`src/rtl/hbp_monitor.sv`:
```
module hbp_monitor #(
  parameter int LANES  = 4,
  parameter int LANE_W = 8
) (
  input  logic                    clk,
  input  logic                    rst_n,
  input  logic                    xfer_valid,
  input  logic                    xfer_ready,
  input  logic                    dir_mst_rd,
  input  logic                    dir_slv_wr,
  input  logic [LANES*LANE_W-1:0] data,
  input  logic [LANES-1:0]        lane_par,
  input  logic                    master_mode,
  input  logic                    target_perr,
  input  logic                    mpe_chk_en,
  input  logic                    lane_irq_en,
  input  logic                    mdpe_irq_en,
  input  logic                    status_rd_clr,
  output logic                    lane_err_sts,
  output logic                    mdpe_sts,
  output logic                    irq,
  output logic                    seq_stop
);

  logic [LANES-1:0] lane_bad;
  logic             lane_qual;
  logic             lane_hit;
  logic             mdpe_hit;

  for (genvar g = 0; g < LANES; g++) begin : g_lane
    assign lane_bad[g] = ~^{data[g*LANE_W +: LANE_W], lane_par[g]};
  end

  assign lane_qual = xfer_valid & xfer_ready & (dir_mst_rd | dir_slv_wr);
  assign lane_hit  = lane_qual & (|lane_bad);
  assign mdpe_hit  = xfer_valid & master_mode & target_perr & mpe_chk_en;

  always_ff @(posedge clk or negedge rst_n) begin
    if (!rst_n) begin
      lane_err_sts <= 1'b0;
      mdpe_sts     <= 1'b0;
      seq_stop     <= 1'b0;
    end else begin
      seq_stop     <= lane_hit;
      lane_err_sts <= lane_hit | (lane_err_sts & ~status_rd_clr);
      mdpe_sts     <= mdpe_hit | (mdpe_sts & ~status_rd_clr);
    end
  end

  assign irq = (lane_err_sts & lane_irq_en) | (mdpe_sts & mdpe_irq_en);

endmodule


```
`config.mk`:
```
export PLATFORM = sky130hd
export DESIGN_NAME = hbp_monitor
export DESIGN_NICKNAME = d
export VERILOG_FILES = /design/src/rtl/hbp_monitor.sv
export SDC_FILE = /design/constraint.sdc
export NUM_CORES = 1
export LEC_CHECK = 0
export ABC_CLOCK_PERIOD_IN_PS = 2000
export BUFFER_PORTS_ARGS = -buffer_cell sky130_fd_sc_hd__buf_2
export CAP_MARGIN = 15
export CORE_AREA = 2 2 39 41
export CTS_BUF_LIST = sky130_fd_sc_hd__clkbuf_4
export CTS_CLUSTER_SIZE = 8
export DETAILED_ROUTE_END_ITERATION = 12
export DIE_AREA = 0 0 41 43
export GPL_ROUTABILITY_DRIVEN = 0
export PLACE_DENSITY = 0.86
export SKIP_LAST_GASP = 1
export SYNTH_ARGS = -nofsm -noshare
export SYNTH_HDL_FRONTEND = slang
export SYNTH_SLANG_ARGS = --single-unit
```
`constraint.sdc`:
```
create_clock -name clk -period 2 [get_ports clk]
set_input_delay 0.4 -clock clk [delete_from_list [all_inputs] [get_ports clk]]
set_output_delay 0.4 -clock clk [all_outputs]
set_load 0.02 [all_outputs]
```
==> results by group, run 1 <==
Worst setup path
  – CP required: 2100 ps
  – Setup crit start kind: input pin
  – Crit path launch: data[9]
  – Crit-path cells: buf_2, xor2_1, xnor3_2, xnor2_1, nor4_2, o22ai_1
  – Worst setup EP type: flip-flop
  – Data arrival time of the worst path: 1640 ps
  – CP Max Fanout: 2
  – Critical Path Max Stage Delay: 430 ps
  – Kind of critical path: input pin to flip-flop
  – Cell with the largest stage delay on the worst path: xnor3_2
  – Reg2reg start: lane_err_sts

Logic synthesis
  – Synth Register Bits: 3
  – Synth cell count leaders: xnor2_1, xor2_1, dfrtp_1, xnor3_1, inv_1
  – Synth top area cells: xnor2_1, dfrtp_1, xnor3_1, xor2_1, xnor2_4
  – Yosys top cell by area: xnor2_1
  – Proportion of netlist area held by the largest area contributor: around 33%
  – Post-synth EDFFs: 0
  – Avg Inst Size Synth: about 11 um^2
  – Synthesis Warnings: 0
  – Most frequent cell after synthesis: xnor2_1
  – Mapped Cells: 40
  – Sequential area share after synthesis: between 15 and 20%
  – Top_reg_cell synth: dfrtp_1
  – Ys async rst share: between 90% and 100%
  – Mapped cell area: about 450 um^2
  – Yosys cell types: 14
  – Post-Synthesis Net Count: 88

Power
  – Worst vdd ir: 0.381 mV
  – Lkg Pwr: 0.415 nW
  – Power Total: ~0.42 mW
  – Power per cell area: 550 nW/um^2

Final layout
  – Layout area overhead: 69.6%
  – # fillers: 138
  – Fin util: 55.5%
  – Fraction of layout cells with a size suffix above 1: between 60% and 70%
  – Ant. Diodes: 0
  – Fin nets: approximately 150

Placement
  – PortBufs: 51

Clocking
  – Worst-path clk slew: about 40 ps
  – Root Buffer: clkbuf_4
  – # H-tree levels: 1
  – Post-CTS Resized: 0
  – Clock sink total: 3
  – TritonCTS clock tree: done
  – Num CTS Buffers: 3
  – Max Buffers Root-to-Sink: 2
  – Clock Latency Late Sink: 230 ps
  – Post-CTS setup buffer count: 0

Floorplan
  – DIE AREA: between 1500 and 2000 um^2
  – Boundary pin count: 52
  – Placement Rows: 14
  – Initial Util: 32.7%
  – Die X: 41 um
  – Die height: 43 um
  – Core box area: 1380 um^2

Global routing
  – Initial antenna violation count: 0
  – GRT Total Usage: 12.9%
  – Vias in the first global route: 474
  – Largest net degree at the start of global routing: 4
  – Grt total ovfl: 0
  – Global-route wire length before repair: around 1.6 mm

STA
  – Clk_skew: 0 ps
  – Worst Tran Pin Value: 382 ps
  – Fmax: 0.649 GHz
  – Slew headroom: 74.5%
  – Worst hold margin: 373 ps
  – Final Slew Violations: 0
  – Tmin final: ~1500 ps
  – # setup viols final: 0
  – Unrepaired setup endpoints after global routing: false
  – Period utilisation layout: 77.1%
  – Final TNS setup: 0 ps
  – Final hold vios: 0

Min path
  – Hold/Removal Path Class: input pin to flip-flop
  – Worst hold start: status_rd_clr

Detailed routing
  – Post-Route WL: 1.02 mm
  – Via count: ~490
  – Number of detailed-route iterations in the first pass: 2
  – Vias per inst: approximately 4.3
  – Antenna Violating Nets Remaining: 0
  – # DRC: 0
  – Wire per inst: 9.09 um
  – Drt initial violations: 1

Run status
  – Outcome: completed

Job
  – Max cap viols: 0
## per-stage QoR
stage | instances | worst slack, ps | cell area [um^2]
after global placement | 107 | 252 | 728
after global routing | 112 | 393 | 768
after detailed placement | 107 | 209 | 728
final | 112 | 458 | 768
after CTS | 112 | 443 | 768
after floorplan | 40 | 401 | 453
## registers in the layout, indices dropped and copies added, names as in the netlist
register	cells
lane_err_sts	1
seq_stop	1
mdpe_sts	1
## kinds of logic (layout without fill, tap and decap cells)
family / Yosys count / after routing / share of synthesized area, %
flip-flops: 3 / 3 / 16.6
buffers and inverters: 2 / 58 / 1.66
AND/OR/NAND/NOR: 3 / 3 / 4.97
XOR/XNOR: 28 / 28 / 70.7
AO/OA/AOI/OAI: 4 / 4 / 6.08
## critical path: cells and delay by family
family	cells	cell delay, ps
compound gates	1	110
buf+inv	1	100
xor+xnor	3	710
simple gates	1	310
## cells in the final DEF, fill, tap and decap left out, drive strengths merged
cell type and count:
a22o 1, buf 51, clkbuf 4, dfrtp 3
dlygate4sd3 1, inv 2, nand4 1, nor2 1
nor4 1, o211ai 1, o21ai 1, o22ai 1
xnor2 18, xnor3 4, xor2 6
## layer usage
| metal | global-route usage (%) | share of wire (%) | vias up |
|---|---|---|---|
| li1 | - | - | 245 |
| met1 | 10.8 | 29 | 212 |
| met2 | 26.6 | 59 | 28 |
| met5 | 0 | 0 | - |
| met4 | 6.00 | 1.7 | 0 |
| met3 | 0.524 | 10 | 2 |
## what timing repair did
| item | in CTS | in global routing |
|---|---|---|
| endpoints found under the hold margin | 3 | 0 |
| hold buffers | 1 | 0 |
| endpoints found under the setup margin | 0 | 0 |
## report_power, final
part / switching [mW] / internal [mW] / leakage [nW] / total, mW
Clock: 0.0340 / 0.0885 / 0.0184 / 0.123
Combinational: 0.0888 / 0.141 / 0.357 / 0.230
Sequential: 0.00319 / 0.0670 / 0.0393 / 0.0702
Total: 0.126 / 0.296 / 0.415 / 0.422
## layout make-up
type	count	area, um^2	share of cell area (%)
Tap cell	16	20.0	2.61
Sequential cell	3	75.1	9.77
Timing Repair Buffer	52	265	34.5
Clock buffer	4	30.0	3.91
Inverter	2	7.51	0.977
Multi-Input combinational cell	35	370	48.2
## final timing paths
kind                                 to  slack, ps  cells past startpoint
min                        lane_err_sts        370                      2
min reg2reg                    mdpe_sts        550                      2
max                        lane_err_sts        460                      6
min in group asynchronous      mdpe_sts        500                      2
max reg2reg                lane_err_sts       1360                      2
max in group asynchronous      seq_stop       1400                      2
No activity file was read; power rests on OpenSTA's default activity.
==> inputs of run 2 (changes only) <==
ABC_CLOCK_PERIOD_IN_PS = 1300   (was 2000)
CORE_AREA = not set   (was 2 2 39 41)
CORE_UTILIZATION = 30   (was not set)
DIE_AREA = not set   (was 0 0 41 43)
PLACE_DENSITY = 0.81   (was 0.86)
clock period = 1.3 ns   (was 2 ns; I/O delays follow)
==> results by group, run 2 (synthesized netlist as in run 1, its figures left out) <==
Floorplan
  – DIE AREA: 1670 um^2 (-5.3%)
  – Die X: 40.9 um (-0.35%)
  – Boundary pin count: 52 (unchanged)
  – Placement Rows: 13 (-1)
  – Initial Util: 33.5% (+0.82 points)
  – Core box area: 1350 um^2 (-2.4%)
  – Die height: 40.9 um (-5.0%)

Detailed routing
  – Number of detailed-route iterations in the first pass: 2 (unchanged)
  – Wire per inst: 9.97 um (+9.7%)
  – Post-Route WL: 1.11 mm (+8.7%)
  – Antenna Violating Nets Remaining: 0 (unchanged)
  – # DRC: 0 (unchanged)
  – Drt initial violations: 5 (+4)
  – Vias per inst: 4.56 (+4.8%)
  – Via count: 506 (+3.9%)

Worst setup path
  – CP Max Fanout: 2 (unchanged)
  – Setup crit start kind: input pin
  – CP bufs+invs: 1 (unchanged)
  – Crit-path cells: buf_2, xnor2_1, xnor3_1, xnor2_1, nor4_2, o22ai_1
  – Cell with the largest stage delay on the worst path: xnor3_1
  – R2r worst-path depth: 2 (unchanged)
  – Worst setup EP type: flip-flop
  – Reg2reg start: mdpe_sts
  – Data arrival time of the worst path: 1480 ps (-160 ps)
  – Top delay family on crit path: XOR/XNOR gates
  – Worst R2R Setup Slack: 630 ps (-730 ps)
  – R2R Path End: mdpe_sts
  – CP required: 1400 ps (-700 ps)
  – Critical Path Max Stage Delay: 420 ps (about the same)
  – Cell mode on critical path: xnor2_1
  – Kind of critical path: input pin to flip-flop

Global routing
  – Grt total ovfl: 0 (unchanged)
  – Largest net degree at the start of global routing: 4 (unchanged)
  – Vias in the first global route: 411 (-13%)
  – Global-route wire length before repair: 1.35 mm (-16%)
  – GRT Total Usage: 13.0% (+0.050 points)
  – Initial antenna violation count: 0 (unchanged)

Clocking
  – Root Buffer: clkbuf_4
  – Clock sink total: 3 (unchanged)
  – Max Buffers Root-to-Sink: 2 (unchanged)
  – Clock Latency Late Sink: 230 ps (about the same)
  – Worst-path clk slew: 40 ps (about the same)
  – Post-CTS setup buffer count: 0 (unchanged)
  – TritonCTS clock tree: done
  – Num CTS Buffers: 3 (unchanged)
  – # H-tree levels: 1 (unchanged)

Placement
  – Final HPWL DP: about 940 um
  – Inst Count DP: 106 (-0.93%)
  – PortBufs: 51 (unchanged)
  – Dpl ws: -339 ps (-548 ps)

Run status
  – Outcome: finished, violations left
  – Failing checks: negative setup slack

STA
  – Worst Tran Pin Value: 359 ps (-22.4 ps)
  – Tmin final: between 1000 and 1500 ps
  – Final hold vios: 0 (unchanged)
  – Period utilisation layout: 105%
  – Setup WS post-layout: -71.1 ps (-529 ps)
  – Fmax: approximately 0.73 GHz
  – Clk_skew: 0 ps (unchanged)
  – Slew headroom: 76.0% (+1.5 points)
  – Unrepaired setup endpoints after global routing: true
  – Final Slew Violations: 0 (unchanged)
  – # setup viols final: 2 (+2)

Power
  – Worst vdd ir: 0.491 mV (+29%)
  – Combinational fraction of design power: 55.6% (+1.2 points)
  – Power per cell area: 822 nW/um^2 (+50%)
  – Clk network pwr share: 28.0% (-1.0 points)
  – Internal power: 0.464 mW (+57%)
  – Switching pwr: 0.195 mW (+55%)
  – Lkg Pwr: 0.432 nW (+4.1%)
  – Net Sw Frac: 29.6% (-0.23 points)
  – Reg power frac: 16.4% (-0.2 points)

Final layout
  – Non-filler cells in the finished layout: 111 (-0.89%)
  – Ant. Diodes: 0 (unchanged)
  – Fin nets: 145 (unchanged)
  – Commonest non-fill, non-tap cell in the layout: buf_2
  – Most frequent cells in the layout: buf_2, xnor2_1, xor2_1
  – Fraction of layout cells with a size suffix above 1: 63.5% (+3.1 points)
  – Layout area overhead: 77.1%
  – Leading registers by flop count: lane_err_sts: 1 flops, mdpe_sts: 1 flops, seq_stop: 1 flops

Min path
  – Endpoint, Worst Hold: lane_err_sts
  – Hold path cells: 2 (unchanged)
  – Hold/Removal Path Class: input pin to flip-flop
  – Worst hold start: status_rd_clr

Job
  – Max cap viols: 0 (unchanged)
run 2: worst max path at each step:
stage / from / to / slack [ps] / cells past startpoint
after global routing: data[4] / lane_err_sts / -120 / 6
final: data[17] / lane_err_sts / -70 / 6
after floorplan: data[3] / lane_err_sts / -130 / 5
after detailed placement: data[5] / lane_err_sts / -340 / 6
after global placement: data[3] / lane_err_sts / -290 / 6
after CTS: data[17] / lane_err_sts / -80 / 6
run 2: cell type report:
class                           instances  area [um^2]
Clock buffer                            4         30.0
Fill cell                             129          548
Inverter                                2         7.51
Multi-Input combinational cell         35          393
Sequential cell                         3         75.1
Tap cell                               15         18.8
Timing Repair Buffer                   52          278
run 2: layer usage:
metal  vias to the layer above  GRT usage [%]  wire length, um
met3                         4           3.80               79
met2                        31           28.1              705
li1                        244              -                -
met4                         0           10.0               33
met1                       227           7.95              289
met5                         -              0                0
run 2: through the flow:
step | utilization (%) | area (um^2) | hold slack, ps | power (mW) | TNS [ps]
after floorplan | - | 460 | -35.6 | 0.354 | -238
after global placement | 54.4 | 734 | 55.1 | 0.461 | -560
after detailed placement | 54.4 | 734 | 57.2 | 0.469 | -663
after CTS | 57.9 | 782 | 232 | 0.662 | -152
after global routing | 59.4 | 802 | 228 | 0.703 | -217
final | 59.4 | 802 | 234 | 0.660 | -121
run 2: power groups by stage:
| stage | sequential, mW | clock, mW | combinational [mW] |
|---|---|---|---|
| 2_1_floorplan | 0.122 | 0 | 0.232 |
| 3_5_place_dp | 0.110 | 0 | 0.359 |
| 6_report | 0.108 | 0.184 | 0.367 |
| 3_3_place_gp | 0.109 | 0 | 0.352 |
| 5_1_grt | 0.110 | 0.199 | 0.395 |
| 4_1_cts | 0.109 | 0.187 | 0.366 |
run 2: what timing repair did:
| item | in CTS | in global routing |
|---|---|---|
| hold buffers | 1 | 0 |
| resized for setup | 1 | 3 |
| endpoints found under the setup margin | 2 | 2 |
| pin swaps | 0 | 4 |
| endpoints found under the hold margin | 3 | 0 |
==> inputs of run 3 (changes only) <==
==> constraint.sdc (replaced) <==
create_clock -name clk -period 1.3 [get_ports clk]
set_input_delay 0.26 -clock clk [delete_from_list [all_inputs] [get_ports clk]]
set_output_delay 0.26 -clock clk [all_outputs]
set_load 0.05 [all_outputs]
==> results by group, run 3 (synthesized netlist as in run 1, its figures left out) <==
Power
  – Reg power frac: 15.1% (-1.3 points)
  – Power per cell area: 875 nW/um^2 (+6.4%)
  – Switching pwr: 0.237 mW (+21%)
  – Net Sw Frac: 33.0% (+3.4 points)
  – Worst vdd ir: 0.361 mV (-27%)
  – Combinational fraction of design power: 58.6% (+3.0 points)
  – Internal power: 0.481 mW (+3.7%)
  – Clk network pwr share: 26.3% (-1.7 points)
  – Lkg Pwr: 0.440 nW (+2.0%)

Clocking
  – Root Buffer: clkbuf_4
  – Worst-path clk slew: 40 ps (about the same)
  – TritonCTS clock tree: done
  – Num CTS Buffers: 3 (unchanged)
  – Clock Latency Late Sink: 230 ps (about the same)
  – # H-tree levels: 1 (unchanged)
  – Max Buffers Root-to-Sink: 2 (unchanged)
  – Post-CTS setup buffer count: 0 (unchanged)
  – Clock sink total: 3 (unchanged)

STA
  – Final TNS setup: -175 ps (-54.2 ps)
  – Unrepaired setup endpoints after global routing: true
  – Fmax: 0.713 GHz (-2.2%)
  – Clk_skew: 0 ps (unchanged)
  – Setup WS post-layout: -102 ps (-30.6 ps)
  – Final Slew Violations: 0 (unchanged)
  – Period utilisation layout: 108% (+2.4 points)
  – Slew headroom: 76.0% (about the same)
  – Tmin final: 1400 ps (+30.6 ps)
  – # setup viols final: 2 (unchanged)
  – Final hold vios: 0 (unchanged)
  – Worst Tran Pin Value: 359 ps (-0.469 ps)

Placement
  – PortBufs: 51 (unchanged)
  – Inst Count DP: 106 (unchanged)
  – Dpl ws: -359 ps (-19.8 ps)

Floorplan
  – Die height: 40.9 um (unchanged)
  – Initial Util: 33.5% (unchanged)
  – Boundary pin count: 52 (unchanged)
  – Placement Rows: 13 (unchanged)
  – DIE AREA: 1670 um^2 (unchanged)
  – Die X: 40.9 um (unchanged)
  – Core box area: 1350 um^2 (unchanged)

Run status
  – Outcome: finished, violations left
  – Failing checks: negative setup slack

Worst setup path
  – CP Max Fanout: 2 (unchanged)
  – Data arrival time of the worst path: 1500 ps (+20 ps)
  – CP required: 1400 ps (about the same)
  – Kind of critical path: input pin to flip-flop
  – Worst R2R Setup Slack: 630 ps (about the same)
  – Reg2reg start: mdpe_sts
  – Worst setup EP type: flip-flop
  – R2r worst-path depth: 2 (unchanged)
  – Setup crit start kind: input pin
  – R2R Path End: mdpe_sts

Global routing
  – Largest net degree at the start of global routing: 4 (unchanged)
  – GRT Total Usage: 13.6% (+0.65 points)
  – Vias in the first global route: 450 (+9.5%)
  – Grt total ovfl: 0 (unchanged)
  – Initial antenna violation count: 0 (unchanged)
  – Global-route wire length before repair: 1.50 mm (+11%)

Detailed routing
  – Drt initial violations: 8 (+3)
  – Wire per inst: 10.2 um (+2.3%)
  – Vias per inst: 4.55 (-0.20%)
  – Post-Route WL: 1.13 mm (+2.3%)
  – Via count: 505 (-0.20%)
  – Number of detailed-route iterations in the first pass: 4 (+2)
  – # DRC: 0 (unchanged)
  – Antenna Violating Nets Remaining: 0 (unchanged)

Final layout
  – Fin util: 60.8% (+1.4 points)
  – Fraction of layout cells with a size suffix above 1: 65.6% (+2.1 points)
  – Most frequent cells in the layout: buf_2, xnor2_1, xor2_1
  – Non-filler cells in the finished layout: 111 (unchanged)
  – Fin nets: 145 (unchanged)
  – Commonest non-fill, non-tap cell in the layout: buf_2
  – Leading registers by flop count: lane_err_sts: 1 flops, mdpe_sts: 1 flops, seq_stop: 1 flops
  – Ant. Diodes: 0 (unchanged)
  – # fillers: 117 (-9.3%)
  – Layout area overhead: 81.2%

Min path
  – Endpoint, Worst Hold: lane_err_sts
  – Worst hold start: status_rd_clr
  – Hold path cells: 2 (unchanged)
  – Hold/Removal Path Class: input pin to flip-flop

Job
  – Max cap viols: 0 (unchanged)
==> run 3: cell types whose count changed in the layout (fill, tap and decap cells not counted) <==
cell / before / now
a22o_1: 1 / 0
a22o_2: 0 / 1
buf_2: 49 / 48
buf_8: 0 / 1
xnor2_1: 15 / 14
xnor2_2: 2 / 3
==> run 3: critical path, cell delays in order <==
cell	delay (ps)
buf_6	90
xnor2_2	130
xnor3_1	450
xnor2_2	150
nor4_2	310
o22ai_1	100
==> run 3: worst max path at each step <==
stage	to	depth (start not counted)	from	slack (ps)
floorplan	lane_err_sts	5	data[3]	-130
global placement	lane_err_sts	6	data[3]	-290
detailed placement	lane_err_sts	6	data[5]	-360
CTS	lane_err_sts	6	data[9]	-110
global route	lane_err_sts	6	data[6]	-160
finish	lane_err_sts	6	data[6]	-100
==> run 3: per-layer routing <==
metal | global-route usage, % | vias up | share of wire [%]
met2 | 31.3 | 29 | 66
met1 | 10.5 | 232 | 27
li1 | - | 244 | -
met4 | 5.00 | 0 | 0
met5 | 0 | - | 0
met3 | 1.63 | 0 | 6.5
==> run 3: what timing repair did <==
item	4_1_cts	5_1_grt
resized for setup	3	5
endpoints found under the hold margin	3	0
pin swaps	2	4
endpoints found under the setup margin	3	3
hold buffers	1	0
==> run 3: through the flow <==
stage | area, um^2 | power [mW] | hold slack, ps
after floorplan | 462 | 0.385 | -35.6
after global placement | 736 | 0.492 | 54.9
after detailed placement | 736 | 0.503 | 54.8
after CTS | 790 | 0.708 | 223
after global routing | 821 | 0.763 | 228
final | 821 | 0.718 | 233
==> run 3: area by class of cell <==
cell class,count,area (um^2),area share [%]
Multi-Input combinational cell,35,402,48.9
Timing Repair Buffer,52,288,35.1
Sequential cell,3,75.1,9.15
Clock buffer,4,30.0,3.66
Tap cell,15,18.8,2.29
Inverter,2,7.51,0.915
==> run 3: power by group through the flow <==
stage | combinational (mW) | sequential [mW] | clock (mW)
final | 0.421 | 0.109 | 0.189
after global routing | 0.453 | 0.109 | 0.201
after CTS | 0.405 | 0.109 | 0.194
after detailed placement | 0.393 | 0.110 | 0
after global placement | 0.383 | 0.109 | 0
after floorplan | 0.242 | 0.143 | 0
